[src/rtl/chan_irq_pkg.sv]
package chan_irq_pkg;
  localparam int NSRC = 3;
  localparam int SRC_RX = 0;
  localparam int SRC_TX = 1;
  localparam int SRC_EXT = 2;

  typedef enum logic [1:0] {
    RXM_OFF   = 2'b00,
    RXM_FIRST = 2'b01,
    RXM_ALL   = 2'b10,
    RXM_SPEC  = 2'b11
  } rx_mode_e;

  typedef enum logic [2:0] {
    CMD_ARM_RX  = 3'b001,
    CMD_RST_EXT = 3'b010,
    CMD_RST_TX  = 3'b101,
    CMD_ERR_RST = 3'b110,
    CMD_RST_IUS = 3'b111
  } cmd_e;
endpackage

[src/rtl/chan_rx_src.sv]
module chan_rx_src
  import chan_irq_pkg::*;
(
  input  logic       clk,
  input  logic       rst_n,
  input  logic [1:0] mode,
  input  logic       par_special,
  input  logic       char_stb,
  input  logic       ovr,
  input  logic       par,
  input  logic       frm,
  input  logic       read_stb,
  input  logic       cmd_arm,
  input  logic       cmd_err,
  output logic       pend,
  output logic       hold,
  output logic [2:0] err,
  output logic       drop
);
  logic armed, held_read;
  logic special, want_pend, want_hold;

  always_comb begin
    special   = ovr | frm | (par & par_special);
    want_hold = special & ((mode == RXM_FIRST) | (mode == RXM_SPEC));
    unique case (rx_mode_e'(mode))
      RXM_OFF:   want_pend = 1'b0;
      RXM_FIRST: want_pend = special | armed;
      RXM_ALL:   want_pend = 1'b1;
      default:   want_pend = special;
    endcase
  end

  always_ff @(posedge clk) begin
    if (!rst_n) begin
      pend      <= 1'b0;
      hold      <= 1'b0;
      err       <= '0;
      drop      <= 1'b0;
      armed     <= 1'b1;
      held_read <= 1'b0;
    end else begin
      drop <= 1'b0;
      if (cmd_err) begin
        err       <= '0;
        hold      <= 1'b0;
        held_read <= 1'b0;
        drop      <= hold & ~held_read;
        if (hold) pend <= 1'b0;
      end else begin
        if (read_stb) begin
          if (hold) held_read <= 1'b1;
          else      pend      <= 1'b0;
        end
        if (char_stb) begin
          err <= err | {frm, par, ovr};
          if (want_pend) pend <= 1'b1;
          if (want_hold) begin
            hold      <= 1'b1;
            held_read <= 1'b0;
          end
          if (mode == RXM_FIRST && !special) armed <= 1'b0;
        end
      end
      if (cmd_arm) armed <= 1'b1;
    end
  end
endmodule

[src/rtl/chan_tx_src.sv]
module chan_tx_src (
  input  logic clk,
  input  logic rst_n,
  input  logic en,
  input  logic empty_stb,
  input  logic load_stb,
  input  logic crc_done_stb,
  input  logic cmd_rst,
  output logic pend
);
  logic disarmed;

  always_ff @(posedge clk) begin
    if (!rst_n) begin
      pend     <= 1'b0;
      disarmed <= 1'b0;
    end else if (cmd_rst) begin
      pend     <= 1'b0;
      disarmed <= 1'b1;
    end else begin
      if (load_stb) begin
        pend     <= 1'b0;
        disarmed <= 1'b0;
      end
      if (crc_done_stb) disarmed <= 1'b0;
      if (empty_stb && en && !disarmed) pend <= 1'b1;
    end
  end
endmodule

[src/rtl/chan_prio_net.sv]
module chan_prio_net #(
  parameter int N = 3
) (
  input  logic         clk,
  input  logic         rst_n,
  input  logic [N-1:0] req,
  input  logic         ien_in,
  input  logic         iack_stb,
  input  logic         rst_top,
  output logic         irq,
  output logic         ien_out,
  output logic [N-1:0] ius
);
  logic [N-1:0] blocked, open_req, grant;

  genvar gi;
  generate
    for (gi = 0; gi < N; gi++) begin : g_blk
      assign blocked[gi] = |ius[gi:0];
    end
  endgenerate

  assign open_req = req & ~blocked;
  assign grant    = open_req & (~open_req + 1'b1);
  assign irq      = ien_in & (|open_req);
  assign ien_out  = ien_in & ~(|ius);

  always_ff @(posedge clk) begin
    if (!rst_n) begin
      ius <= '0;
    end else if (rst_top) begin
      ius <= ius & (ius - 1'b1);
    end else if (iack_stb && irq) begin
      ius <= ius | grant;
    end
  end
endmodule

[src/rtl/chan_irq_ctrl.sv]
module chan_irq_ctrl
  import chan_irq_pkg::*;
(
  input  logic            clk,
  input  logic            rst_n,
  input  logic [1:0]      cfg_rx_mode,
  input  logic            cfg_par_special,
  input  logic            cfg_tx_en,
  input  logic            cfg_ext_en,
  input  logic            rx_char_stb,
  input  logic            rx_ovr,
  input  logic            rx_par,
  input  logic            rx_frm,
  input  logic            rx_read_stb,
  input  logic            tx_empty_stb,
  input  logic            tx_load_stb,
  input  logic            tx_crc_done_stb,
  input  logic            ext_stb,
  input  logic            cmd_valid,
  input  logic [2:0]      cmd_code,
  input  logic            iack_stb,
  input  logic            ien_in,
  output logic            irq,
  output logic            ien_out,
  output logic [NSRC-1:0] pend,
  output logic [NSRC-1:0] ius,
  output logic [2:0]      rx_err,
  output logic            rx_hold,
  output logic            rx_drop
);
  logic c_arm, c_ext, c_tx, c_err, c_ius;
  logic ext_pend;
  logic [NSRC-1:0] en_mask;

  assign c_arm = cmd_valid && cmd_code == CMD_ARM_RX;
  assign c_ext = cmd_valid && cmd_code == CMD_RST_EXT;
  assign c_tx  = cmd_valid && cmd_code == CMD_RST_TX;
  assign c_err = cmd_valid && cmd_code == CMD_ERR_RST;
  assign c_ius = cmd_valid && cmd_code == CMD_RST_IUS;

  chan_rx_src u_rx (
    .clk(clk), .rst_n(rst_n), .mode(cfg_rx_mode), .par_special(cfg_par_special),
    .char_stb(rx_char_stb), .ovr(rx_ovr), .par(rx_par), .frm(rx_frm),
    .read_stb(rx_read_stb), .cmd_arm(c_arm), .cmd_err(c_err),
    .pend(pend[SRC_RX]), .hold(rx_hold), .err(rx_err), .drop(rx_drop)
  );

  chan_tx_src u_tx (
    .clk(clk), .rst_n(rst_n), .en(cfg_tx_en), .empty_stb(tx_empty_stb),
    .load_stb(tx_load_stb), .crc_done_stb(tx_crc_done_stb), .cmd_rst(c_tx),
    .pend(pend[SRC_TX])
  );

  always_ff @(posedge clk) begin
    if (!rst_n)                   ext_pend <= 1'b0;
    else if (c_ext)               ext_pend <= 1'b0;
    else if (ext_stb && cfg_ext_en) ext_pend <= 1'b1;
  end
  assign pend[SRC_EXT] = ext_pend;

  assign en_mask[SRC_RX]  = cfg_rx_mode != RXM_OFF;
  assign en_mask[SRC_TX]  = cfg_tx_en;
  assign en_mask[SRC_EXT] = cfg_ext_en;

  chan_prio_net #(.N(NSRC)) u_prio (
    .clk(clk), .rst_n(rst_n), .req(pend & en_mask), .ien_in(ien_in),
    .iack_stb(iack_stb), .rst_top(c_ius), .irq(irq), .ien_out(ien_out), .ius(ius)
  );
endmodule

[config.mk]
export PLATFORM = sky130hd
export DESIGN_NAME = chan_irq_ctrl
export DESIGN_NICKNAME = d
export VERILOG_FILES = /design/src/rtl/chan_irq_pkg.sv /design/src/rtl/chan_rx_src.sv /design/src/rtl/chan_tx_src.sv /design/src/rtl/chan_prio_net.sv /design/src/rtl/chan_irq_ctrl.sv
export SDC_FILE = /design/constraint.sdc
export NUM_CORES = 1
export LEC_CHECK = 0
export BUFFER_PORTS_ARGS = -buffer_cell sky130_fd_sc_hd__clkbuf_2
export CAP_MARGIN = 0
export CORE_UTILIZATION = 42
export DETAILED_ROUTE_END_ITERATION = 16
export MAX_ROUTING_LAYER = met4
export PLACE_DENSITY = 0.75
export SYNTH_ARGS = -nofsm -noshare
export SYNTH_HDL_FRONTEND = slang
export SYNTH_SLANG_ARGS = --single-unit
[constraint.sdc]
create_clock -name clk -period 1.3 [get_ports clk]
set_input_delay 0.26 -clock clk [delete_from_list [all_inputs] [get_ports clk]]
set_output_delay 0.26 -clock clk [all_outputs]
set_load 0.01 [all_outputs]
==> results of run 1 <==
[what timing repair did]
action                                  in CTS  in global routing
gates resized for setup                      3                  0
buffers inserted                             1                  1
endpoints found under the setup margin       2                  2
pin swaps                                    2                  1
[report_power, final]
part	switching, µW	leakage [µW]	internal (µW)
Combinational	89.3	0.000299	86.6
Clock	143	0.0000210	170
Sequential	14.5	0.000115	448
[kinds of logic after synthesis]
logic type,after synthesis,share of synthesized area
simple gates,42,0.3138
compound gates,20,0.2117
flops,14,0.4234
buf+inv,6,0.05104
[flip-flops by register name, indices dropped and copies added, names as in the netlist]
| register | count |
|---|---|
| u_rx.pend | 1 |
| u_rx.armed | 1 |
| u_rx.hold | 1 |
| u_prio.ius | 3 |
| u_rx.held_read | 1 |
| u_rx.err | 3 |
| ext_pend | 1 |
| u_tx.disarmed | 1 |
| u_rx.drop | 1 |
| u_tx.pend | 1 |
[cells in the final DEF, fill, tap and decap left out, types with 3 or more instances in the layout]
cell / instances
a21oi_1: 7
buf_4: 6
clkbuf_2: 34
clkbuf_4: 3
dfxtp_1: 12
inv_1: 3
nand2_1: 7
nand2b_1: 4
nand3_1: 3
nor2_1: 14
nor3_1: 6
[worst paths after layout]
| kind | startpoint | end | slack (ns) | cells after the start |
|---|---|---|---|---|
| hold / removal | rst_n | u_rx.armed | 0.22 | 2 |
| setup reg to reg | u_prio.ius[1] | u_prio.ius[2] | 0.12 | 6 |
| setup / recovery | u_prio.ius[1] | irq | -0.21 | 5 |
| hold reg to reg | u_rx.held_read | u_rx.drop | 0.45 | 1 |
[final cells by class]
type / count / area (µm²) / share of cell area
multi-input combinational: 62 / 351.6 / 0.3839
sequential: 14 / 282.8 / 0.3087
timing repair buffer: 40 / 215.2 / 0.2350
clock buffer: 4 / 36.28 / 0.03962
tap: 15 / 18.77 / 0.02049
inverter: 3 / 11.26 / 0.01230
[per-layer routing]
layer | GRT usage | up-vias | share of wire
li1 | - | 372 | -
met1 | 0.2568 | 317 | 0.46
met2 | 0.3219 | 34 | 0.46
met3 | 0.02609 | 2 | 0.071
met4 | 0.09677 | 0 | 0.0057
met5 | - | - | 0
[cell usage after synthesis]
master	instances	area, µm²
nand4_1	2	12.51
o31ai_1	1	7.510
buf_4	3	22.52
o21a_1	2	15.01
o21ai_1	1	5.000
a21oi_1	8	40.04
nor2b_1	1	6.260
nor3_1	6	30.03
nand2b_1	4	25.02
nand3b_1	1	7.510
o21ai_0	1	5.000
a211oi_2	1	12.51
o221a_2	1	11.26
nand4b_1	1	8.760
and2_2	1	7.510
dfxtp_1	14	280.3
nand2_1	7	26.28
a221oi_2	1	15.01
nor3_2	1	10.01
nand3_1	3	15.01
o211ai_1	1	7.510
inv_1	3	11.26
nor4_1	1	6.260
a31oi_1	2	12.51
nor2_1	14	52.55
o2111ai_1	1	8.760
[through the flow]
step / setup slack (ns) / utilization / area (µm²)
finish: -0.2111 / 0.6624 / 915.9
global route: -0.2946 / 0.6624 / 915.9
CTS: -0.1974 / 0.6570 / 908.4
detailed placement: 0.04877 / 0.6208 / 858.3
global placement: 0.08310 / 0.6208 / 858.3
floorplan: 0.1087 / - / 661.9
==> flow_summary_export.csv, run 1 <==
group,metric,value,unit
status,outcome,"complete, but fails checks",
status,violations,"setup timing",
floorplanning,die_w,41.70,µm
finish,nets,146,
routing,drcViolationCount,0,
worst_hold_path,min_path_type,"primary input to flop",
sta,fin_tns_setup,-0.3394,ns
setup_path,cpPeakStageDelay,0.35,ns
routing,vias_per_cell,5.254,
global_routing,grt_pass1_wl,2.663,mm
floorplanning,initial_core_util,0.4787,
finish,final_cell_count_no_fill,138,
clock_tree,cts-root-buf,"clkbuf_4",
sta,fmax,661.8,MHz
finish,drive_gt1_frac,0.4228,
finish,synthToLayoutAreaGrowth,38.37,%
clock_tree,cts-buffers-inserted,3,
yosys,syn_area,661.9,µm²
sta,skew,0.0008010,ns
clock_tree,cts_hold_buffers,0,
global_routing,grt_pass1_vias,661,
clock_tree,cts_sinks,14,
floorplanning,num_rows,13,
global_routing,grt-ovfl-total,0,
setup_path,worst_setup_path_start_kind,"flop",
routing,routed_wirelength,1.568,mm
sta,fin_crit,1.511,ns
sta,finalMaxSlewViolations,0,
setup_path,crit_arrival,1.25,ns
setup_path,end_kind,"output pin",
sta,maxSlewHeadroom,0.8269,
place,numPortBuffers,34,
floorplanning,dieArea,0.001738,mm²
power,p_per_area,1039,mW/mm²
yosys,syn-instance-count,82,
yosys,synth_nets,104,
sta,hold-worst-slack,0.2176,ns
finish,diodes,0,
run,cap_violations,0,
clock_tree,cts_tree,"yes",
clock_tree,h-tree-depth,1,
place,gp_congestion,0.8256,
place,dp.cells,132,
routing,ant_nets,0,
clock_tree,clkTransAtPathRegs,0.09,ns
sta,hold_viol,0,
finish,nFillCells,117,
routing,drt_iter0_drc,26,
setup_path,critical_path.max_fanout,5,
setup_path,critical-path-top-delay-family,"flip-flops",
sta,rsz0062_at_grt,"yes",
sta,setup_viol_count_final,2,
power,p_leak,0.0004358,µW
place,place_hpwl,1.254,mm
power,ir_worst_vdd,647.7,µV
floorplanning,ios,35,
sta,tightest_slew,0.2574,ns
sta,worst_slack,-0.2111,ns
power,total_power,951.7,µW
routing,wl_per_cell,11.36,µm
clock_tree,clockBufferDepth,2,
yosys,synth.avg_cell_area,8.072,µm²
floorplanning,fp.dieH,41.70,µm
yosys,synth_cell_type_count,26,
routing,num_vias,725,
yosys,yosys_warnings,0,
yosys,ys_ff_latch,14,
floorplanning,core_area,0.001383,mm²
yosys,seq_area_frac_synth,0.4234,
setup_path,critPathBufInv,1,
clock_tree,worstSkewPairLatency,0.27,ns
sta,min_period_over_period,1.162,
setup_path,crit_required,1.04,ns
global_routing,antenna_found_initial,0,
setup_path,worstSetupPathType,"flop to output pin",
setup_path,crit_chain,"nand3b_1 > a21oi_2 > a31oi_1 > nor2b_1 > clkbuf_2",
routing,drtPass1Iterations,4,
global_routing,grtUsageTotal,0.2035,
setup_path,slowest_stage,"dfxtp_2",
global_routing,grt_max_degree,9,
(Power assumes the default switching activity.)
==> run 2: changes to the inputs <==
- MAX_ROUTING_LAYER: met4 -> default
==> flow_summary_export.csv, run 2 (synthesis gave the netlist of run 1 again) <==
group,metric,value,unit
status,outcome,"complete, but fails checks",
status,violations,"setup timing",
setup_path,rrSetupSlack,0.12,ns
place,dp_slack,0.04877,ns
power,ir_worst_vdd,647.7,µV
sta,setup_viol_count_final,2,
sta,tightest_slew,0.2574,ns
clock_tree,cts_sinks,14,
global_routing,grtUsageTotal,0.1980,
finish,final_common_cell,"clkbuf_2",
global_routing,grt-ovfl-total,0,
finish,final_cell_mix,"34 x clkbuf_2, 14 x nor2_1, 12 x dfxtp_1, 7 x nand2_1, 7 x a21oi_1",
setup_path,startpoint,"u_prio.ius[1]",
setup_path,critical_path.max_fanout,5,
clock_tree,cts-root-buf,"clkbuf_4",
sta,fmax,661.8,MHz
sta,hold-worst-slack,0.2176,ns
worst_hold_path,holdPathStages,2,
setup_path,crit_arrival,1.25,ns
global_routing,grt_pass1_vias,663,
clock_tree,clkTransAtPathRegs,0.09,ns
floorplanning,initial_core_util,0.4787,
finish,final_cell_count_no_fill,138,
routing,num_vias,726,
setup_path,worst_setup_path_start_kind,"flop",
place,numPortBuffers,34,
setup_path,crit_end,"irq",
sta,maxSlewHeadroom,0.8269,
global_routing,grt_max_degree,9,
setup_path,rr_worst_depth,6,
clock_tree,h-tree-depth,1,
place,gp_congestion,0.8136,
clock_tree,clockBufferDepth,2,
sta,fin_crit,1.511,ns
place,dp.cells,132,
routing,vias_per_cell,5.261,
setup_path,cpPeakStageDelay,0.35,ns
clock_tree,cts_tree,"yes",
place,place_hpwl,1.254,mm
clock_tree,worstSkewPairLatency,0.27,ns
floorplanning,dieArea,0.001738,mm²
clock_tree,cts_hold_buffers,0,
setup_path,timing.rr.start,"u_prio.ius[1]",
routing,wl_per_cell,11.36,µm
global_routing,antenna_found_initial,0,
power,p_per_area,1039,mW/mm²
sta,worst_slack,-0.2111,ns
finish,synthToLayoutAreaGrowth,38.37,%
finish,nets,146,
power,p_leak,0.0004358,µW
clock_tree,cts-buffers-inserted,3,
sta,hold_viol,0,
setup_path,slowest_stage,"dfxtp_2",
routing,drt_iter0_drc,26,
sta,min_period_over_period,1.162,
floorplanning,ios,35,
setup_path,critPathBufInv,1,
routing,ant_nets,0,
setup_path,critical-path-top-delay-family,"flip-flops",
setup_path,timing.rr.end,"u_prio.ius[2]",
worst_hold_path,min_path_type,"primary input to flop",
setup_path,end_kind,"output pin",
routing,routed_wirelength,1.567,mm
run,cap_violations,0,
global_routing,grt_pass1_wl,2.656,mm
finish,drive_gt1_frac,0.4228,
setup_path,worstSetupPathType,"flop to output pin",
finish,diodes,0,
setup_path,crit_chain,"nand3b_1 > a21oi_2 > a31oi_1 > nor2b_1 > clkbuf_2",
setup_path,path_depth,5,
routing,drtPass1Iterations,4,
sta,finalMaxSlewViolations,0,
floorplanning,num_rows,13,
finish,top_regs,"u_prio.ius x3, u_rx.err x3",
floorplanning,die_w,41.70,µm
sta,skew,0.0007999,ns
setup_path,crit_required,1.04,ns
floorplanning,core_area,0.001383,mm²
sta,rsz0062_at_grt,"yes",
floorplanning,fp.dieH,41.70,µm
routing,drcViolationCount,0,
==> run 2: cell counts in the layout (fill, tap and decap cells not counted) <==
Identical to the previous run, type by type.
==> run 2: how the worst min path moves through the flow <==
stage | slack [ns] | endpoint | start
after floorplan | 0.35 | u_rx.armed | rst_n
after global placement | 0.41 | u_rx.drop | u_rx.held_read
after detailed placement | 0.43 | u_rx.drop | u_rx.held_read
after global routing | 0.23 | u_prio.ius[0] | rst_n
after CTS | 0.21 | u_rx.armed | rst_n
final | 0.22 | u_rx.armed | rst_n
==> run 2: power breakdown <==
part | internal, µW | switching (µW) | leakage, µW | total [µW]
Sequential | 448 | 14.5 | 0.000115 | 463
Clock | 170 | 143 | 0.0000210 | 313
Combinational | 86.6 | 89.3 | 0.000299 | 176
Total | 705 | 247 | 0.000436 | 952
==> run 2: through the flow <==
step,util,total power (µW),setup TNS [ns],instance area [µm²]
floorplan,-,555.4,0,661.9
global placement,0.6208,633.3,0,858.3
detailed placement,0.6208,637.3,0,858.3
global route,0.6624,1001,-0.4971,915.9
finish,0.6624,951.7,-0.3394,915.9
CTS,0.6570,957.2,-0.3067,908.4
==> run 2: repair_timing <==
action / CTS / global route
setup buffers: 1 / 1
pin swaps: 2 / 1
setup endpoints to repair: 2 / 2
cloned: 0 / 0
hold endpoints to repair: 0 / 0
gates resized for setup: 3 / 0
==> run 2: final cells by class <==
cell class | count | area (µm²)
Inverter | 3 | 11.26
Tap cell | 15 | 18.77
Sequential cell | 14 | 282.8
Fill cell | 117 | 466.7
Multi-Input combinational cell | 62 | 351.6
Clock buffer | 4 | 36.28
Timing Repair Buffer | 40 | 215.2
==> run 2: worst reg2reg max path, delay by kind of cell (launching register included) <==
family                 cells  cell delay (ns)
flip-flops                 1             0.35
AND/OR/NAND/NOR            2             0.21
buffers and inverters      2             0.21
AO/OA/AOI/OAI              2             0.31
==> run 2: layer usage <==
metal / global-route usage / wire length (µm) / vias to the layer above
li1: - / - / 372
met1: 0.2568 / 721 / 318
met2: 0.3219 / 724 / 34
met3: 0.02609 / 111 / 2
met4: 0.09677 / 9 / 0
met5: 0 / 0 / -
==> run 3: changes to the inputs <==
==> constraint.sdc (replaced) <==
create_clock -name clk -period 1.3 [get_ports clk]
set_input_delay 0.195 -clock clk [delete_from_list [all_inputs] [get_ports clk]]
set_output_delay 0.195 -clock clk [all_outputs]
set_load 0.01 [all_outputs]
==> flow_summary_export.csv, run 3 (synthesis gave the netlist of run 1 again) <==
group,metric,value,unit
global_routing,grt_max_degree,9,
finish,synthToLayoutAreaGrowth,34.22,%
power,total_power,961.7,µW
sta,skew,0.0006073,ns
global_routing,grt_pass1_wl,2.753,mm
routing,drcViolationCount,0,
sta,maxSlewHeadroom,0.8309,
worst_hold_path,hold_path_startpoint,"rst_n",
power,p_leak,0.0004171,µW
finish,utilization,0.6425,
sta,fmax,676.7,MHz
finish,diodes,0,
global_routing,grtUsageTotal,0.2069,
run,cap_violations,0,
finish,nets,142,
place,numPortBuffers,34,
power,ir_worst_vdd,596.1,µV
setup_path,crit_arrival,1.28,ns
sta,rsz0062_at_grt,"yes",
setup_path,timing.rr.start,"u_prio.ius[0]",
sta,finalMaxSlewViolations,0,
setup_path,rrSetupSlack,0.21,ns
power,p_per_area,1083,mW/mm²
place,gp_congestion,0.7746,
status,outcome,"complete, but fails checks",
setup_path,critical_path.max_fanout,4,
routing,ant_nets,0,
setup_path,end_kind,"output pin",
sta,worst_slack,-0.1778,ns
setup_path,worstSetupPathType,"flop to output pin",
clock_tree,cts_tree,"yes",
sta,fin_crit,1.478,ns
setup_path,crit_required,1.11,ns
worst_hold_path,min_path_type,"primary input to flop",
routing,vias_per_cell,5.493,
floorplanning,die_w,41.70,µm
finish,final_cell_count_no_fill,134,
global_routing,grt_pass1_vias,671,
routing,routed_wirelength,1.605,mm
place,dp.cells,128,
worst_hold_path,hold-path-endpoint,"u_rx.armed",
finish,final_common_cell,"clkbuf_2",
place,dp_slack,0.1154,ns
place,place_hpwl,1.194,mm
routing,num_vias,736,
clock_tree,cts_sinks,14,
clock_tree,worstSkewPairLatency,0.29,ns
clock_tree,clockBufferDepth,2,
floorplanning,core_area,0.001383,mm²
floorplanning,initial_core_util,0.4787,
sta,hold_viol,0,
setup_path,timing.rr.end,"u_prio.ius[2]",
clock_tree,cts_hold_buffers,0,
floorplanning,num_rows,13,
clock_tree,cts-buffers-inserted,3,
sta,tightest_slew,0.2531,ns
finish,top_regs,"u_prio.ius x3, u_rx.err x3",
global_routing,grt-ovfl-total,0,
global_routing,antenna_found_initial,0,
floorplanning,ios,35,
routing,drt_iter0_drc,28,
setup_path,worst_setup_path_start_kind,"flop",
floorplanning,dieArea,0.001738,mm²
clock_tree,h-tree-depth,1,
floorplanning,fp.dieH,41.70,µm
clock_tree,clkTransAtPathRegs,0.09,ns
setup_path,rr_worst_depth,4,
status,violations,"setup timing",
clock_tree,cts-root-buf,"clkbuf_4",
worst_hold_path,holdPathStages,2,
sta,fin_tns_setup,-0.2644,ns
finish,drive_gt1_frac,0.4202,
routing,drtPass1Iterations,4,
finish,final_cell_mix,"33 x clkbuf_2, 14 x nor2_1, 10 x dfxtp_1, 7 x nand2_1, 7 x a21oi_1",
sta,min_period_over_period,1.137,
sta,setup_viol_count_final,2,
routing,wl_per_cell,11.98,µm
run 3: cell types whose count changed in the layout (fill, tap and decap cells not counted), sizes merged:
cell	before	now
clkbuf	38	37
buf	6	3
run 3: what timing repair did:
item | CTS | global route
pin swaps | 2 | 0
setup buffers | 2 | 0
setup endpoints to repair | 2 | 2
gates resized for setup | 3 | 3
run 3: where the power goes:
part | switching, µW | internal (µW) | total (µW)
Clock | 164 | 171 | 335
Combinational | 86.7 | 75.5 | 162
Sequential | 15.9 | 449 | 465
run 3: routing by layer:
layer | up-vias | routed length (µm) | GRT usage | share of wire
met5 | - | 0 | 0 | 0
met4 | 0 | 21 | 0.1161 | 0.013
met3 | 3 | 91 | 0.05217 | 0.057
met2 | 30 | 721 | 0.2938 | 0.45
met1 | 331 | 769 | 0.2834 | 0.48
li1 | 372 | - | - | -
run 3: stage by stage:
step	cell area (µm²)	hold WS [ns]
floorplan	661.9	0.2839
global placement	828.3	0.4097
detailed placement	828.3	0.4163
CTS	885.9	0.1301
global route	888.4	0.1406
finish	888.4	0.1307
run 3: worst max-delay path, cell delays in order, from the launching register on:
cell      delay, ns
dfxtp_2        0.35
nand3b_1       0.18
a21oi_2        0.15
a31oi_1        0.06
nor2b_1        0.11
buf_2          0.13
run 3: worst max path at each step:
stage,startpoint,slack (ns),endpoint,cells after the start
floorplan,u_prio.ius[1],0.17,irq,4
global placement,u_prio.ius[1],0.14,irq,5
detailed placement,u_prio.ius[1],0.12,irq,5
CTS,u_prio.ius[0],-0.15,irq,4
global route,u_prio.ius[1],-0.30,irq,5
finish,u_prio.ius[1],-0.18,irq,5
run 3: cell type report:
cell class / instances / area [µm²]
clock buffers: 4 / 36.28
fillers: 131 / 494.2
inverters: 3 / 11.26
multi-input cells: 62 / 351.6
flip-flops and latches: 14 / 285.3
well taps: 15 / 18.77
repair buffers: 36 / 185.2
